$ cat config.mk
export PLATFORM = sky130hd
export DESIGN_NAME = vic32
export DESIGN_NICKNAME = d
export VERILOG_FILES = /design/src/rtl/vic32.sv
export SDC_FILE = /design/constraint.sdc
export NUM_CORES = 2
export LEC_CHECK = 0
export ABC_AREA = 1
export CORE_UTILIZATION = 35
export CTS_CLUSTER_SIZE = 28
export DETAILED_ROUTE_END_ITERATION = 8
export GPL_TIMING_DRIVEN = 1
export SYNTH_ARGS = -nofsm -noshare
export SYNTH_HDL_FRONTEND = slang
export SYNTH_SLANG_ARGS = --single-unit
$ cat constraint.sdc
create_clock -name clk -period 2.9 [get_ports clk]
set_input_delay 0.435 -clock clk [delete_from_list [all_inputs] [get_ports clk]]
set_output_delay 0.435 -clock clk [all_outputs]
set_load 0.03 [all_outputs]
$ cat src/rtl/vic32.sv
module vic32 #(
  parameter int NSRC = 32,
  parameter int DW   = 32,
  parameter int AW   = $clog2(NSRC + 6)
) (
  input  logic            clk,
  input  logic            rst_n,
  input  logic            bus_wr,
  input  logic            bus_rd,
  input  logic [AW-1:0]   bus_addr,
  input  logic [DW-1:0]   bus_wdata,
  output logic [DW-1:0]   bus_rdata,
  input  logic [NSRC-1:0] src_req,
  output logic            irq_o,
  output logic            fiq_o
);
  localparam int IW = $clog2(NSRC);
  localparam logic [AW-1:0] A_SET  = AW'(NSRC);
  localparam logic [AW-1:0] A_CLR  = AW'(NSRC + 1);
  localparam logic [AW-1:0] A_MASK = AW'(NSRC + 2);
  localparam logic [AW-1:0] A_SRC  = AW'(NSRC + 3);
  localparam logic [AW-1:0] A_VEC  = AW'(NSRC + 4);
  localparam logic [AW-1:0] A_EOI  = AW'(NSRC + 5);

  logic [DW-1:0]   vec_q [NSRC];
  logic [NSRC-1:0] mask_q;
  logic [IW-1:0]   cur_src;
  logic [DW-1:0]   cur_vec;
  logic            insvc_q, line_q;
  logic [IW-1:0]   win;

  wire [NSRC-1:0] pend = src_req & mask_q;
  wire do_ack = bus_rd && (bus_addr == A_VEC) && line_q;
  wire do_eoi = bus_wr && (bus_addr == A_EOI);

  always_comb begin
    win = '0;
    for (int i = NSRC - 1; i >= 0; i--)
      if (pend[i]) win = IW'(i);
  end

  genvar g;
  generate
    for (g = 0; g < NSRC; g++) begin : g_vec
      always_ff @(posedge clk or negedge rst_n)
        if (!rst_n) vec_q[g] <= '0;
        else if (bus_wr && bus_addr == AW'(g)) vec_q[g] <= bus_wdata;
    end
  endgenerate

  always_ff @(posedge clk or negedge rst_n)
    if (!rst_n) mask_q <= '0;
    else if (bus_wr && bus_addr == A_SET) mask_q <= mask_q | bus_wdata[NSRC-1:0];
    else if (bus_wr && bus_addr == A_CLR) mask_q <= mask_q & ~bus_wdata[NSRC-1:0];

  always_ff @(posedge clk or negedge rst_n)
    if (!rst_n) begin
      insvc_q <= 1'b0;
      line_q  <= 1'b0;
      cur_src <= '0;
      cur_vec <= '0;
    end else if (do_eoi) begin
      insvc_q <= 1'b0;
      line_q  <= 1'b0;
    end else if (do_ack) begin
      line_q  <= 1'b0;
    end else if (!insvc_q && |pend) begin
      insvc_q <= 1'b1;
      line_q  <= 1'b1;
      cur_src <= win;
      cur_vec <= vec_q[win];
    end

  always_comb begin
    bus_rdata = '0;
    if (bus_rd) begin
      if (bus_addr < A_SET) bus_rdata = vec_q[bus_addr[IW-1:0]];
      else if (bus_addr == A_MASK) bus_rdata = DW'(mask_q);
      else if (bus_addr == A_SRC)  bus_rdata = DW'(cur_src);
      else if (bus_addr == A_VEC)  bus_rdata = cur_vec;
    end
  end

  assign fiq_o = line_q && (cur_src == '0);
  assign irq_o = line_q && (cur_src != '0);
endmodule


# == Word-level counts from Yosys, hierarchy flattened ==
# Cells that the tools add are included.
# classes
n_eq_ne,38
n_lt_le_gt_ge,3
mux,50
bitwise_logic,8
n_reduce_logical,50
# ops
cell,n
two-way mux 32 bit,11
binary-select mux 32 bit (select 5 bit),2
two-way mux 5 bit,32
equality test 6 x 5 -> 1 bit (second input constant),16
AND 32 bit,2
equality test 6 x 4 -> 1 bit (second input constant),8
logical AND 1 bit,40
equality test 6 bit (second input constant),6
NOT 32 bit,1
bitwise OR 32 bit,1
OR reduction 32 bit,1
equality test 6 x 3 -> 1 bit (second input constant),4
equality test 6 x 2 -> 1 bit (second input constant),2
>= comparator 6 bit (second input constant),2
NOT 5 -> 6 bit,2
equality test 6 x 1 -> 1 bit (second input constant),1
zero test 6 bit,1
less-than comparator 6 bit (second input constant),1
zero test 5 bit,1
two-way mux 1 bit,5
nonzero test 5 bit,1
nonzero test 2 bit,2
AND reduction 3 bit,1
nonzero test 3 bit,1
other kinds (4),5
# totals
reg_bits,1095
inputBits,74
wordCells,186

# == Longest topological paths before layout ==
# logic_depth
ltp_word,37
mapped_depth,43

# == Worst setup path after synthesis ==
# Ideal clock, no wire load.
# synth_timing
path_type,input to output
from,input port bus_addr[0]
to,output port bus_rdata[28]
n_path_buf,3
cell_stages,9
t_required_ns,2.465
arrival_ns,3.417
setup_slack_ns,-0.952
cell_sequence,clkbuf_1 inv_1 nand2_1 clkbuf_1 clkbuf_1 o221ai_1 a221oi_1 nor2_1 a2111oi_0
# synth_via
elab_chain_cells,6
word_cells_on_any_way,13
cone_classes,order compare: 1; eq/ne: 3; mux: 8; bitwise: 1
# synth_lines
item,line,rtl
start: declaration,10,"input logic [AW-1:0] bus_addr,"
NOT 5 -> 6 bit (not written as such) or equality test 6 bit (tied branches),"77, 80",
binary-select mux 32 bit (select 5 bit) or two-way mux 32 bit (tied branches),"77, 80",
"two-way mux 32 bit, on equally long branches","77, 79",
"two-way mux 32 bit, on equally long branches","77, 78",
two-way mux 32 bit (*),77,if (bus_addr < A_SET) bus_rdata = vec_q[bus_addr[IW-1:0]];
two-way mux 32 bit (*),76,if (bus_rd) begin
end: declaration,12,"output logic [DW-1:0] bus_rdata,"
# Every way passes the cells marked *; elsewhere a longest branch is shown, timed or not. The select of a mux whose other input is x is not followed.

==> metrics.log <==
INFO  metric status = complete, but fails checks
INFO  metric failing_checks = negative setup slack
INFO  metric clkTransAtPathRegs = about 0.060 ns
INFO  metric worst-path-max-fanout = 8
INFO  metric boundaryPins = 108
INFO  metric critical_path.top_delay_family = simple AND/OR/NAND/NOR gates
INFO  metric crit_required = approximately 3.5 ns
INFO  metric placedCellCount = 10.2k
INFO  metric post_synth.cell_area_avg = about 7.4 um^2
INFO  metric synth_area = between 50000 and 60000 um^2
INFO  metric crit_type = flop to flop
INFO  metric report.final.setup_viol = between 60 and 70
INFO  metric cts_root_buffer = sky130_fd_sc_hd__clkbuf_16
INFO  metric floorplan.rows = 150
INFO  metric rsz0062_at_grt = yes
INFO  metric crit_path_end_kind = flop
INFO  metric holdCritPathClass = input pin to flop
INFO  metric most_used_standard_cell_by_instance_count_after_synthesis = sky130_fd_sc_hd__nand2_1
INFO  metric routed_antenna_nets = 0
INFO  metric dieWidth = about 410 um
INFO  metric n_antenna_cell = 0
INFO  metric timing_hold_violations_final = 0
INFO  metric chipHeight = 413 um
INFO  metric timing.slew.headroom = 37.0%
INFO  metric cts_sinks = approximately 1.1k
INFO  metric synth_fp_nets = between 8k and 9k
INFO  metric cts_buffer_depth = 3
INFO  metric synth-seq-area-share = 46.4%
INFO  metric ys_seq_elements = between 1k and 1.5k
INFO  metric effective_utilization_at_floorplan = roughly a third
INFO  metric hold_start = bus_wdata[11]
INFO  metric drive_gt1_share = 19.2%
INFO  metric die_area = 170000 um^2
INFO  metric drt_drc_violations_left = 0
INFO  metric leakage = ~37 nW
INFO  metric syn_inst = around 7.9k
INFO  metric worstMarginPinSlew = 0.943 ns
INFO  metric tritoncts = done
INFO  metric maxSlewViolCount = 0
INFO  metric grt_pass1_vias = approximately 59k
INFO  metric antenna_found_initial = 2
INFO  metric yosys_most_used_dff = sky130_fd_sc_hd__dfrtp_1
INFO  metric viasPerCell = between 5 and 6
INFO  metric critPathSlowestCell = sky130_fd_sc_hd__dfrtp_1
INFO  metric edff_count_synth = 0
INFO  metric routed-via-count = 63.7k
INFO  metric grt.overflow.total = 0
INFO  metric cts_made_buffers = about 120
INFO  metric syn_to_final_growth = 33.8%
INFO  metric timing.final.crit_period = 3.67 ns
INFO  metric fmaxAchievable = ~270 MHz
INFO  metric power.total = 59.1 mW
INFO  metric layout_worst_path_cycle_share = 127%
INFO  metric most_used_standard_cells_in_the_synthesized_netlist = 2159 x sky130_fd_sc_hd__nand2_1, 1221 x sky130_fd_sc_hd__o21ai_0, 1140 x sky130_fd_sc_hd__nand3_1
INFO  metric global_route.usage.total = between 30% and 40%
INFO  metric synth.top_cells.by_area = sky130_fd_sc_hd__dfrtp_1 46%, sky130_fd_sc_hd__nand2_1 14%, sky130_fd_sc_hd__o21ai_0 10%, sky130_fd_sc_hd__nand3_1 9.7%, sky130_fd_sc_hd__o22ai_1 4.0%
INFO  metric synth_top_cell_area_share = 46.4%
INFO  metric avgRoutedWirePerCell = between 20 and 30 um
INFO  metric grt_start_max_net_pins = between 150 and 200
INFO  metric io_buffer_count = 107
INFO  metric skew = between 0.04 and 0.05 ns
INFO  metric detailed_routing_iterations_pass_1 = 6
INFO  metric max-cap-violations = 0
INFO  metric async_flop_share = between 90% and 100%
INFO  metric clock_latency = 0.77 ns
INFO  metric wire_length_of_the_first_global_routing_pass = slightly below 400000 um
INFO  metric finalNetCount = ~8.4k
INFO  metric core_outline_area = around 170000 um^2
INFO  metric final_critical_path_setup_slack = -0.770 ns
INFO  metric critical_path.max_stage_delay = roughly 0.4 ns
INFO  metric finish.cell_count_without_fillers = roughly 11k
INFO  metric critical-path-top-cell-by-count = sky130_fd_sc_hd__nand2_1
INFO  metric hpwlAfterDp = around 160000 um
INFO  metric crit_buf_inv = 5
INFO  metric detailedRoute.firstIterationViolations = about 10k
INFO  metric synth_cell_type_count = 33
INFO  metric setup-tns-final = -28.38 ns
INFO  metric yosys_warnings = 0
INFO  metric gp_routability_congestion = approximately 0.95
INFO  metric max-vdd-ir-drop = around 0.00056 V
INFO  metric drt_wl_total = between 200000 and 300000 um
INFO  metric power-per-cell-area = ~750 nW/um^2
INFO  metric hold_ws = approximately 0.29 ns
INFO  metric synthDominantAreaCellType = sky130_fd_sc_hd__dfrtp_1
INFO  metric worst_setup_path_start_kind = flop
INFO  metric ctsHtreeMaxLevel = 3
INFO  metric crit_arrival = approximately 4.3 ns
-- timing repair --
action	CTS	global route
pin swaps	148	201
hold buffers	1	0
cloned	39	19
buffers inserted	108	67
gates resized for setup	461	376
endpoints found under the hold margin	20	0
setup endpoints to repair	73	68
-- flip-flops by register name, indices dropped and copies added, names as in the netlist, named ones only --
register and count:
cur_vec 32, insvc_q 1, line_q 1, vec_q 1024, cur_src 5
-- layer usage --
layer / GRT usage [%] / vias up / routed length (um)
li1: - / 27700 / -
met5: 0 / - / 7
met4: 17.6 / 2 / 17300
met1: 41.5 / 30700 / 106000
met2: 46.4 / 4433 / 118000
met3: 6.85 / 974 / 32900
-- through the flow --
stage / instance area [um^2] / utilization, % / setup WS (ns)
final: 79000 / 47.2 / -0.770
after global routing: 79000 / 47.2 / -1.07
after CTS: 76600 / 45.8 / -0.721
after detailed placement: 69200 / 41.4 / -1.35
after global placement: 69200 / 41.4 / -1.52
after floorplan: 59400 / - / -0.182
-- tightest hold or removal path: cells and delay by family --
kind,cells,cell delay (ns)
buf+inv,1,0.43
simple gates,1,0.07
compound gates,1,0.06
-- worst paths after layout --
check,to,slack (ns),depth (start not counted)
min in group asynchronous,vec_q[581],0.30,2
max in group asynchronous,vec_q[983],1.54,3
max reg2reg,cur_vec[31],-0.77,44
min,vec_q[491],0.29,3
min reg2reg,vec_q[894],0.49,2
max,cur_vec[31],-0.77,44
-- power by group --
part / total [mW] / switching, mW / leakage (nW) / internal, mW
clock: 15.6 / 6.72 / 1.92 / 8.84
combinational: 24.2 / 14.2 / 20.2 / 9.98
sequential: 19.4 / 1.90 / 14.5 / 17.5
total: 59.1 / 22.8 / 36.6 / 36.3
-- final cells by class --
type,instances,area (um^2)
Clock buffer,176,3430
Clock inverter,41,434
Fill cell,15800,88300
Inverter,628,2440
Multi-Input combinational cell,5487,29100
Sequential cell,1095,27400
Tap cell,2204,2760
Timing Repair Buffer,1007,13400
Timing Repair inverter,1,6.26
-- cell families (layout without fill, tap and decap cells) --
group,Yosys count,after routing,share of synthesized area [%]
buffers and inverters,1357,1853,8.88
AO/OA/AOI/OAI,1898,1898,18.3
AND/OR/NAND/NOR,3589,3589,26.4
flip-flops,1095,1095,46.4
-- layout by cell type (no fill, tap or decap), types with 11 or more instances in the layout --
cell	instances
sky130_fd_sc_hd__nand3_2	136
sky130_fd_sc_hd__a2111oi_4	21
sky130_fd_sc_hd__nor2_2	12
sky130_fd_sc_hd__o21ai_0	1092
sky130_fd_sc_hd__buf_12	293
sky130_fd_sc_hd__clkbuf_16	143
sky130_fd_sc_hd__inv_1	594
sky130_fd_sc_hd__clkbuf_8	22
sky130_fd_sc_hd__a22oi_2	21
sky130_fd_sc_hd__nand3b_1	154
sky130_fd_sc_hd__nand4_1	34
sky130_fd_sc_hd__a22o_1	11
sky130_fd_sc_hd__inv_2	24
sky130_fd_sc_hd__nand2_4	46
sky130_fd_sc_hd__nand3_1	1003
sky130_fd_sc_hd__clkinv_2	27
sky130_fd_sc_hd__nor2_4	16
sky130_fd_sc_hd__buf_16	58
sky130_fd_sc_hd__buf_8	27
sky130_fd_sc_hd__nor2_1	65
sky130_fd_sc_hd__o21ai_1	116
sky130_fd_sc_hd__buf_4	486
sky130_fd_sc_hd__dfrtp_1	1095
sky130_fd_sc_hd__clkdlybuf4s50_1	66
sky130_fd_sc_hd__a31oi_1	21
sky130_fd_sc_hd__buf_6	46
sky130_fd_sc_hd__o221ai_2	19
sky130_fd_sc_hd__a221oi_2	20
sky130_fd_sc_hd__o221ai_1	47
sky130_fd_sc_hd__nand2_2	112
sky130_fd_sc_hd__o22ai_1	361
sky130_fd_sc_hd__o21ai_2	13
sky130_fd_sc_hd__a22oi_1	45
sky130_fd_sc_hd__o22ai_2	15
sky130_fd_sc_hd__nand2_1	1999
sky130_fd_sc_hd__a221oi_1	19
sky130_fd_sc_hd__a21oi_1	41
sky130_fd_sc_hd__clkbuf_1	34
No activity file was read; power rests on OpenSTA's default activity.
